## src/rtl/acq_seq_pkg.sv

```systemverilog
package acq_seq_pkg;

    typedef enum logic [1:0] {
        ST_IDLE = 2'd0,
        ST_WAIT = 2'd1,
        ST_SCAN = 2'd2
    } seq_state_e;

    typedef struct packed {
        seq_state_e state;
        logic       done;
    } seq_ctl_t;

endpackage

```

## src/rtl/seq_downcnt.sv

```systemverilog
module seq_downcnt #(
    parameter int W = 16
) (
    input  logic         clk,
    input  logic         rst_n,
    input  logic         load_i,
    input  logic         en_i,
    input  logic [W-1:0] reload_i,
    output logic [W-1:0] cnt_o,
    output logic         tc_o
);

    logic [W-1:0] cnt_d, cnt_q;

    assign tc_o  = (cnt_q == '0);
    assign cnt_o = cnt_q;

    always_comb begin
        cnt_d = cnt_q;
        if (load_i) begin
            cnt_d = reload_i;
        end else if (en_i) begin
            cnt_d = tc_o ? reload_i : cnt_q - 1'b1;
        end
    end

    always_ff @(posedge clk or negedge rst_n) begin
        if (!rst_n) cnt_q <= '0;
        else        cnt_q <= cnt_d;
    end

    AST_TC_RELOAD: assert property (@(posedge clk) disable iff (!rst_n)
        (en_i && tc_o && !load_i) |=> (cnt_o == $past(reload_i)));

    AST_STEP_DOWN: assert property (@(posedge clk) disable iff (!rst_n)
        (en_i && !tc_o && !load_i) |=> (cnt_o == $past(cnt_o) - 1'b1));

endmodule

```

## src/rtl/acq_sequencer.sv

```systemverilog
module acq_sequencer
    import acq_seq_pkg::*;
#(
    parameter int SCAN_W = 24,
    parameter int SAMP_W = 16,
    parameter int CPS_W  = 16,
    parameter int NSC_W  = 24
) (
    input  logic              clk,
    input  logic              rst_n,
    input  logic              arm,
    input  logic              disarm,
    input  logic [SCAN_W-1:0] scan_ival,
    input  logic [SAMP_W-1:0] samp_ival,
    input  logic [CPS_W-1:0]  conv_per_scan,
    input  logic [NSC_W-1:0]  scan_count,
    input  logic              stop_on_count,
    input  logic              stop_sel,
    input  logic              last_chan,
    input  logic              ext_start_en,
    input  logic              ext_start,
    input  logic              ext_conv_en,
    input  logic              ext_conv,
    input  logic              ext_stop_en,
    input  logic              ext_stop,
    output logic              start_o,
    output logic              convert_o,
    output logic              stop_o,
    output logic              active_o,
    output logic              running_o,
    output logic              done_o
);

    seq_ctl_t ctl_d, ctl_q;

    logic              in_idle, in_wait, in_scan;
    logic              si_tc, ss_tc, cps_tc, nsc_tc;
    logic [SCAN_W-1:0] si_cnt;
    logic [SAMP_W-1:0] ss_cnt;
    logic [CPS_W-1:0]  cps_cnt;
    logic [NSC_W-1:0]  nsc_cnt;
    logic              raw_start, raw_conv, int_stop;

    assign in_idle = (ctl_q.state == ST_IDLE);
    assign in_wait = (ctl_q.state == ST_WAIT);
    assign in_scan = (ctl_q.state == ST_SCAN);

    // Scan-interval counter: free-runs whenever a run is armed.
    seq_downcnt #(.W(SCAN_W)) u_scan_ival (
        .clk(clk), .rst_n(rst_n),
        .load_i(in_idle), .en_i(1'b1), .reload_i(scan_ival),
        .cnt_o(si_cnt), .tc_o(si_tc)
    );

    // Sample-interval counter: held at its load value outside a scan.
    seq_downcnt #(.W(SAMP_W)) u_samp_ival (
        .clk(clk), .rst_n(rst_n),
        .load_i(!in_scan), .en_i(1'b1), .reload_i(samp_ival),
        .cnt_o(ss_cnt), .tc_o(ss_tc)
    );

    // Conversions-per-scan counter: steps on every conversion.
    seq_downcnt #(.W(CPS_W)) u_conv_cnt (
        .clk(clk), .rst_n(rst_n),
        .load_i(!in_scan), .en_i(convert_o), .reload_i(conv_per_scan),
        .cnt_o(cps_cnt), .tc_o(cps_tc)
    );

    // Scan counter: steps on every scan end.
    seq_downcnt #(.W(NSC_W)) u_scan_cnt (
        .clk(clk), .rst_n(rst_n),
        .load_i(in_idle), .en_i(stop_o), .reload_i(scan_count),
        .cnt_o(nsc_cnt), .tc_o(nsc_tc)
    );

    // Source selection and gating by scan state.
    assign raw_start = ext_start_en ? ext_start : si_tc;
    assign raw_conv  = ext_conv_en  ? ext_conv  : ss_tc;
    assign start_o   = in_wait && raw_start;
    assign convert_o = in_scan && raw_conv;
    assign int_stop  = convert_o && (stop_sel ? cps_tc : last_chan);
    assign stop_o    = in_scan && (ext_stop_en ? ext_stop : int_stop);

    assign active_o  = in_scan;
    assign running_o = !in_idle;
    assign done_o    = ctl_q.done;

    always_comb begin
        ctl_d = ctl_q;
        unique case (ctl_q.state)
            ST_IDLE: begin
                if (arm) begin
                    ctl_d.state = ST_WAIT;
                    ctl_d.done  = 1'b0;
                end
            end
            ST_WAIT: begin
                if (start_o) ctl_d.state = ST_SCAN;
            end
            ST_SCAN: begin
                if (stop_o) begin
                    if (stop_on_count && nsc_tc) begin
                        ctl_d.state = ST_IDLE;
                        ctl_d.done  = 1'b1;
                    end else begin
                        ctl_d.state = ST_WAIT;
                    end
                end
            end
            default: ctl_d.state = ST_IDLE;
        endcase
        if (disarm) begin
            ctl_d.state = ST_IDLE;
            ctl_d.done  = 1'b0;
        end
    end

    always_ff @(posedge clk or negedge rst_n) begin
        if (!rst_n) begin
            ctl_q.state <= ST_IDLE;
            ctl_q.done  <= 1'b0;
        end else begin
            ctl_q <= ctl_d;
        end
    end

    AST_START_OPENS_SCAN: assert property (@(posedge clk) disable iff (!rst_n)
        (start_o && !disarm) |=> active_o);

    AST_STOP_ON_CONV: assert property (@(posedge clk) disable iff (!rst_n)
        (stop_o && !ext_stop_en) |-> convert_o);

    AST_NO_CONV_AFTER_STOP: assert property (@(posedge clk) disable iff (!rst_n)
        stop_o |=> (!convert_o && !active_o));

    AST_DONE_IDLE: assert property (@(posedge clk) disable iff (!rst_n)
        $rose(done_o) |-> !running_o);

    AST_DONE_HOLD: assert property (@(posedge clk) disable iff (!rst_n)
        (done_o && !arm && !disarm) |=> done_o);

    AST_DISARM_IDLE: assert property (@(posedge clk) disable iff (!rst_n)
        disarm |=> (!running_o && !done_o));

endmodule

```

## config.mk

```make
export PLATFORM = sky130hd
export DESIGN_NAME = acq_sequencer
export DESIGN_NICKNAME = d
export VERILOG_FILES = /design/src/rtl/acq_seq_pkg.sv /design/src/rtl/seq_downcnt.sv /design/src/rtl/acq_sequencer.sv
export SDC_FILE = /design/constraint.sdc
export NUM_CORES = 1
export LEC_CHECK = 0
export ABC_AREA = 1
export BUFFER_PORTS_ARGS = -buffer_cell sky130_fd_sc_hd__buf_4
export CAP_MARGIN = 30
export CORE_UTILIZATION = 37
export DETAILED_ROUTE_END_ITERATION = 6
export MAX_ROUTING_LAYER = met4
export PLACE_DENSITY = 0.65
export SLEW_MARGIN = 20
export SYNTH_ARGS = -nofsm -noshare
export SYNTH_HDL_FRONTEND = slang
export SYNTH_HIERARCHICAL = 1
export SYNTH_SLANG_ARGS = --single-unit
```

## constraint.sdc

```tcl
create_clock -name clk -period 2.48 [get_ports clk]
set_input_delay 0.744 -clock clk [delete_from_list [all_inputs] [get_ports clk]]
set_output_delay 0.744 -clock clk [all_outputs]
set_load 0.05 [all_outputs]
```

Word-level counts from Yosys, hierarchy flattened
Index checks and enable logic that the tools add are counted.

word-level totals
  bits in registers = 83
  latch bits = 0
  RAM bits = 0
  memory bits (read-only) = 0
  bits of input ports = 93
  output and inout port bits = 6
  word-level logic and storage cells = 54
  memories kept = 0

operators by class
  add/subtract/negate cells = 4
  $mul = 0
  divide/modulo/power cells = 0
  $lt $le $gt $ge = 0
  equality and inequality tests = 7
  shift operators = 0
  multiplexer cells = 22
  bitwise operators = 0
  reduce and logical (&&, ||, !) cells = 15

operator list
  cell                                                   count
  two-way mux 24 bit                                     5
  two-way mux 16 bit                                     5
  logical NOT 24 bit                                     2
  subtractor 24 x 1 -> 24 bit, second input constant     2
  logical NOT 16 bit                                     2
  subtractor 16 x 1 -> 16 bit, second input constant     2
  two-way mux 3 bit                                      3
  inequality test 3 bit, second input constant           3
  two-way mux 1 bit                                      6
  case mux 2 bit (3 select lines)                        1
  logical AND 1 bit                                      5
  AND reduction 4 bit                                    1
  inequality test 3 x 2 -> 1 bit, second input constant  1
  AND reduction 3 bit                                    1
  nonzero test 3 bit                                     1
  == test 2 x 1 -> 1 bit, second input constant          1
  == test 2 bit, second input constant                   1
  logical NOT 2 bit                                      1
  two-way mux 2 bit                                      1
  inequality test 2 bit, second input constant           1
  case mux 1 bit (2 select lines)                        1
  nonzero test 2 bit                                     1
  logical NOT 1 bit                                      1

Depth between registers and ports, before layout
  depth after elaboration = 9
  mapped depth = 18

Hierarchy
The synthesis kept the hierarchy.

by module, submodules not included
  module                        instances  cells an instance  area an instance (sq um)
  seq_downcnt (u_conv_cnt ...)  2          213                1327.5
  seq_downcnt (u_scan_ival)     1          339                2010.7
  seq_downcnt (u_scan_cnt)      1          338                1996.9
  acq_sequencer                 1          46                 287.8

Least setup slack after synthesis
OpenSTA, ideal clock, no wires.

  path type = register to register
  start = reg u_samp_ival.cnt_q[0] (netlist: u_samp_ival/cnt_o[0])
  end = reg u_scan_cnt.cnt_q[8] (netlist: u_scan_cnt/cnt_o[8])
  setup time = 0.117 ns
  arrival time = 3.394 ns
  path slack = -1.031 ns
  cell stages (with the launch flop) = 19
  clock period less this slack = 3.511 ns
  cells stage by stage = dfrtp_1 inv_1 ha_1 inv_1 nor2_1 nand2_1 nor2_2 nand2_4 inv_1 nand2_1 a21oi_4 nand2_2 a21oi_1 nor2_1 inv_1 clkbuf_1 o21ai_0 nand2_1 nand2_1

on the way
  word-level cells in the longest chain between the ends = 7

RTL lines
  element                       line                 text
  from (decl)                   seq_downcnt.sv:13    logic [W-1:0] cnt_d, cnt_q;
  from (signal assigned)        seq_downcnt.sv:29    else cnt_q <= cnt_d;
  logical NOT 16 bit            seq_downcnt.sv:15    assign tc_o = (cnt_q == '0);
  named net ss_tc               acq_sequencer.sv:37  logic si_tc, ss_tc, cps_tc, nsc_tc;
  two-way mux 1 bit             acq_sequencer.sv:78  assign raw_conv = ext_conv_en ? ext_conv : ss_tc;
  logical AND 1 bit             acq_sequencer.sv:80  assign convert_o = in_scan && raw_conv;
  named net convert_o           acq_sequencer.sv:27  output logic convert_o,
  logical AND 1 bit             acq_sequencer.sv:81  assign int_stop = convert_o && (stop_sel ? cps_tc : last_chan);
  two-way mux 1 bit             acq_sequencer.sv:82  assign stop_o = in_scan && (ext_stop_en ? ext_stop : int_stop);
  logical AND 1 bit             acq_sequencer.sv:82
  named net stop_o              acq_sequencer.sv:28  output logic stop_o,
  nonzero test 2 bit (no line)  --
  to (signal assigned)          seq_downcnt.sv:29
  to (decl)                     seq_downcnt.sv:13

The timed path passes the listed nets, and every way through them passes these cells.
A chain may end at the register's enable or synchronous reset.

Final worst setup path
  start = reg u_scan_ival.cnt_q[0] (netlist: u_scan_ival/cnt_o[0])
  end = out start_o

on the way
  word-level cells in the longest chain between the ends = 3

RTL lines
  element                 line                 text
  from (decl)             seq_downcnt.sv:13
  from (signal assigned)  seq_downcnt.sv:29
  logical NOT 24 bit      seq_downcnt.sv:15
  named net si_tc         acq_sequencer.sv:37
  two-way mux 1 bit       acq_sequencer.sv:77  assign raw_start = ext_start_en ? ext_start : si_tc;
  logical AND 1 bit       acq_sequencer.sv:79  assign start_o = in_wait && raw_start;
  to (decl)               acq_sequencer.sv:26  output logic start_o,

The timed path passes the listed nets, and every way through them passes these cells.

==> impl_metrics.tcl <==
set metrics [dict create \
    p_int_w 0.00373 \
    final_antenna_net_count 0 \
    die_h_um 139 \
    via_per_inst 4.78 \
    grt_pass1_vias 6709 \
    cts.sinks 83 \
    pre_cts_ws_ns -0.133 \
    maxCapViolCount 0 \
    p_leak_nw 4.63 \
    reg2reg_from "u_samp_ival/cnt_o[1]$_DFFE_PN0P_" \
    peakVddDrop_uv 459 \
    synthSimpleGateAreaFrac 0.504 \
    drv_slew 29 \
    final_cell_area_mm2 0.00867 \
    crit_start "u_scan_ival/cnt_o[0]$_DFFE_PN0P_" \
    synth_cell_types 35 \
    fmax_mhz 375 \
    grt_max_degree 38 \
    violations "DRC, slew limit, setup timing" \
    overflow 0 \
    hold_buffers 0 \
    ios 99 \
    path_cells "inv_2 > ha_4 > inv_1 > nor3_2 > nand4_1 > nor2_1 > o21a_1 > inv_2 > nor3_4 > buf_6" \
    crit_slowest_cell "dfrtp_1" \
    dr.first_iter.drc_count 435 \
    finClkSkew_ns 0.00704 \
    pwr-share-seq 0.349 \
    tritoncts "built" \
    dpl_cell_area_mm2 0.00813 \
    layout_min_cycle_time_ns 2.66 \
    cp_max_fo 3 \
    synth_area_per_cell_um2 6.05 \
    antenna_found_initial 0 \
    finalSetupViolCount 3 \
    drive_gt1_frac 0.198 \
    fp.dieW_um 139 \
    worst_pin_slew_ns 1.94 \
    path_class "reg -> out" \
    clkTransAtPathRegs_ns 0.07 \
    clk_path_buf_depth 2 \
    async_reset_ff_frac 1.00 \
    htreeDepth 3 \
    synth-compound-area-share 0.0450 \
    numCtsBuffers 9 \
    syn_inst 1149 \
    ctsRootBufferMaster "clkbuf_16" \
    wl_per_cell_um 12.4 \
    seq_area_mm2 0.00208 \
    area_growth_pct 24.7 \
    post-route-util 0.476 \
    critPathLaunchType "flop" \
    synthXorXnorAreaFrac 0.0139 \
    fill_cells 1881 \
    end_kind "output pin" \
    synth_top_family_by_area "simple AND/OR/NAND/NOR gates" \
    synth-edff-count 0 \
    syn_area_mm2 0.00695 \
    fp.coreArea_mm2 0.0182 \
    max_slew_margin -0.298 \
    placementRows 49 \
    switching_share 0.416 \
    outcome "finished, violations left" \
    fin_setup_tns_ns -0.467 \
    combPwrFrac 0.418 \
    vias 7273 \
    clock_latency_ns 0.35 \
    drc 8 \
    grt_pass1_wl_um 31200 \
    reg2reg_slack_ns 0.08 \
    rsz0062_at_grt "true" \
    nNetsFinal 1388 \
    ys_seq_area_frac 0.299 \
    required_ns 1.74 \
    power_density_mw_per_mm2 737 \
    hp-class "in -> async" \
    setup_slack_ns -0.183 \
    drt_pass1_iterations 7 \
    globalplace.congestion 0.895 \
    p_switching_w 0.00266 \
    port_buffers 98 \
    hold_violations 0 \
    multiInputGateArea_mm2 0.00411 \
    fin_crit_sh 1.07 \
    yosysWarnings 6 \
    synth-adder-area-share 0.0144 \
    routed_wl_um 18800 \
    slowest_delay_ns 0.39 \
    cp.arrival_ns 1.92 \
    cp_common_cell "inv_2" \
    synthMuxAreaShare 0 \
    initial_core_util 0.382 \
    fp.dieArea_mm2 0.0193 \
    antenna_cells 0 \
    fin_hold_ws_ns 0.357 \
    place_hpwl_um 13400 \
    reg2reg_to "u_conv_cnt/cnt_o[1]$_DFFE_PN0P_" \
    ys.flop_type "dfrtp_1" \
    reg2regPathDepth 17 \
    clock_power_share 0.233 \
    ys_ff_latch 83 \
    grt_util_all_layers 0.203 \
]
==> synthesized netlist by cell type (6+ instances only) <==
cell type	instances	area (um2)
nand2_1	445	1670
inv_1	174	653
nand3_1	142	711
nor2_1	104	390
dfrtp_1	83	2080
nor2_2	34	213
a21oi_1	24	120
nand4_1	24	150
o21ai_0	23	115
nand3_2	9	90.1
xor2_1	9	78.8
ha_1	8	100
nand2_2	8	50.1
buf_4	7	52.6
clkbuf_1	7	26.3
buf_6	6	67.6
==> power by group through the flow <==
stage / logic (W) / clock network [W] / registers (W)
6_report: 0.00267 / 0.00149 / 0.00223
5_1_grt: 0.00302 / 0.00158 / 0.00229
4_1_cts: 0.00256 / 0.00153 / 0.00222
3_5_place_dp: 0.00250 / 0 / 0.00223
3_3_place_gp: 0.00246 / 0 / 0.00223
2_1_floorplan: 0.00179 / 0 / 0.00215
==> critical path, delay by kind of cell (launching register included) <==
family	cells	cell delay (ns)
compound gates	1	0.18
buf+inv	4	0.39
simple gates	4	0.49
fa+ha+maj	1	0.13
flops	1	0.39
==> layout by cell type, fill, tap and decap left out, types with 2 or more instances in the layout <==
| master | netlist | routed |
|---|---|---|
| nand4_1 | 24 | 24 |
| nand2_2 | 8 | 10 |
| nand2_1 | 445 | 443 |
| nand3_4 | 2 | 2 |
| buf_12 | 0 | 3 |
| clkbuf_16 | 0 | 9 |
| clkbuf_1 | 7 | 2 |
| nor2_4 | 5 | 6 |
| o21ai_1 | 1 | 2 |
| ha_1 | 8 | 5 |
| nand2_8 | 3 | 3 |
| conb_1 | 1 | 2 |
| ha_4 | 0 | 3 |
| inv_4 | 3 | 3 |
| clkinv_1 | 2 | 2 |
| inv_1 | 174 | 164 |
| buf_4 | 7 | 142 |
| dfrtp_1 | 83 | 83 |
| inv_2 | 0 | 10 |
| nand2_4 | 3 | 3 |
| o21bai_1 | 4 | 4 |
| xor2_1 | 9 | 9 |
| nand3_1 | 142 | 142 |
| bufinv_16 | 0 | 2 |
| a21oi_1 | 24 | 23 |
| nor2_1 | 104 | 100 |
| xnor2_1 | 2 | 2 |
| a21oi_4 | 1 | 2 |
| nand3_2 | 9 | 9 |
| nand3b_1 | 4 | 4 |
| o21ai_0 | 23 | 22 |
| nor2_2 | 34 | 37 |
| buf_6 | 6 | 4 |
==> registers in the layout, indices dropped and copies added, names as in the netlist <==
| register | flops |
|---|---|
| done_o | 1 |
| u_scan_ival/cnt_o | 24 |
| u_scan_cnt/cnt_o | 24 |
| u_conv_cnt/cnt_o | 16 |
| u_samp_ival/cnt_o | 16 |
| ctl_q | 2 |
==> layer usage <==
layer,wire length (um),GRT usage
met4,235,0.0520
met2,8710,0.333
met3,813,0.0325
met1,9050,0.260
met5,0,-
==> worst max path at each step <==
stage                                            endpoint  slack [ns]
after floorplan                                    stop_o       -0.29
after global placement    u_conv_cnt/cnt_o[1]$_DFFE_PN0P_       -0.06
after detailed placement  u_conv_cnt/cnt_o[1]$_DFFE_PN0P_       -0.13
after CTS                                         start_o       -0.24
after global routing                               stop_o       -0.32
final                                             start_o       -0.18
==> cell families (layout without fill, tap and decap cells) <==
family                   after synthesis  count (layout)
AND/OR/NAND/NOR                      786             786
buffers and inverters                204             346
flip-flops                            83              83
AO/OA/AOI/OAI                         56              56
XOR/XNOR                              11              11
adder cells (fa/ha/maj)                8               8
other                                  1               2
==> what timing repair did <==
| item | in CTS | in global routing |
|---|---|---|
| setup endpoints to repair | 14 | 6 |
| pin swaps | 18 | 11 |
| gates resized for setup | 18 | 7 |
| buffers inserted | 10 | 9 |
| gates cloned | 0 | 0 |
==> cell type report <==
cell class | instances | area share
repair buffers | 150 | 0.137
well taps | 229 | 0.0331
clock inverters | 4 | 0.00852
inverters | 180 | 0.0794
multi-input cells | 863 | 0.474
clock buffers | 12 | 0.0284
flip-flops and latches | 83 | 0.240
==> through the flow <==
| step | power, W | std cells |
|---|---|---|
| floorplan | 0.00393 | 1150 |
| global placement | 0.00468 | 1486 |
| detailed placement | 0.00473 | 1486 |
| CTS | 0.00632 | 1512 |
| global route | 0.00689 | 1521 |
| finish | 0.00639 | 1521 |
(Power assumes the default switching activity.)
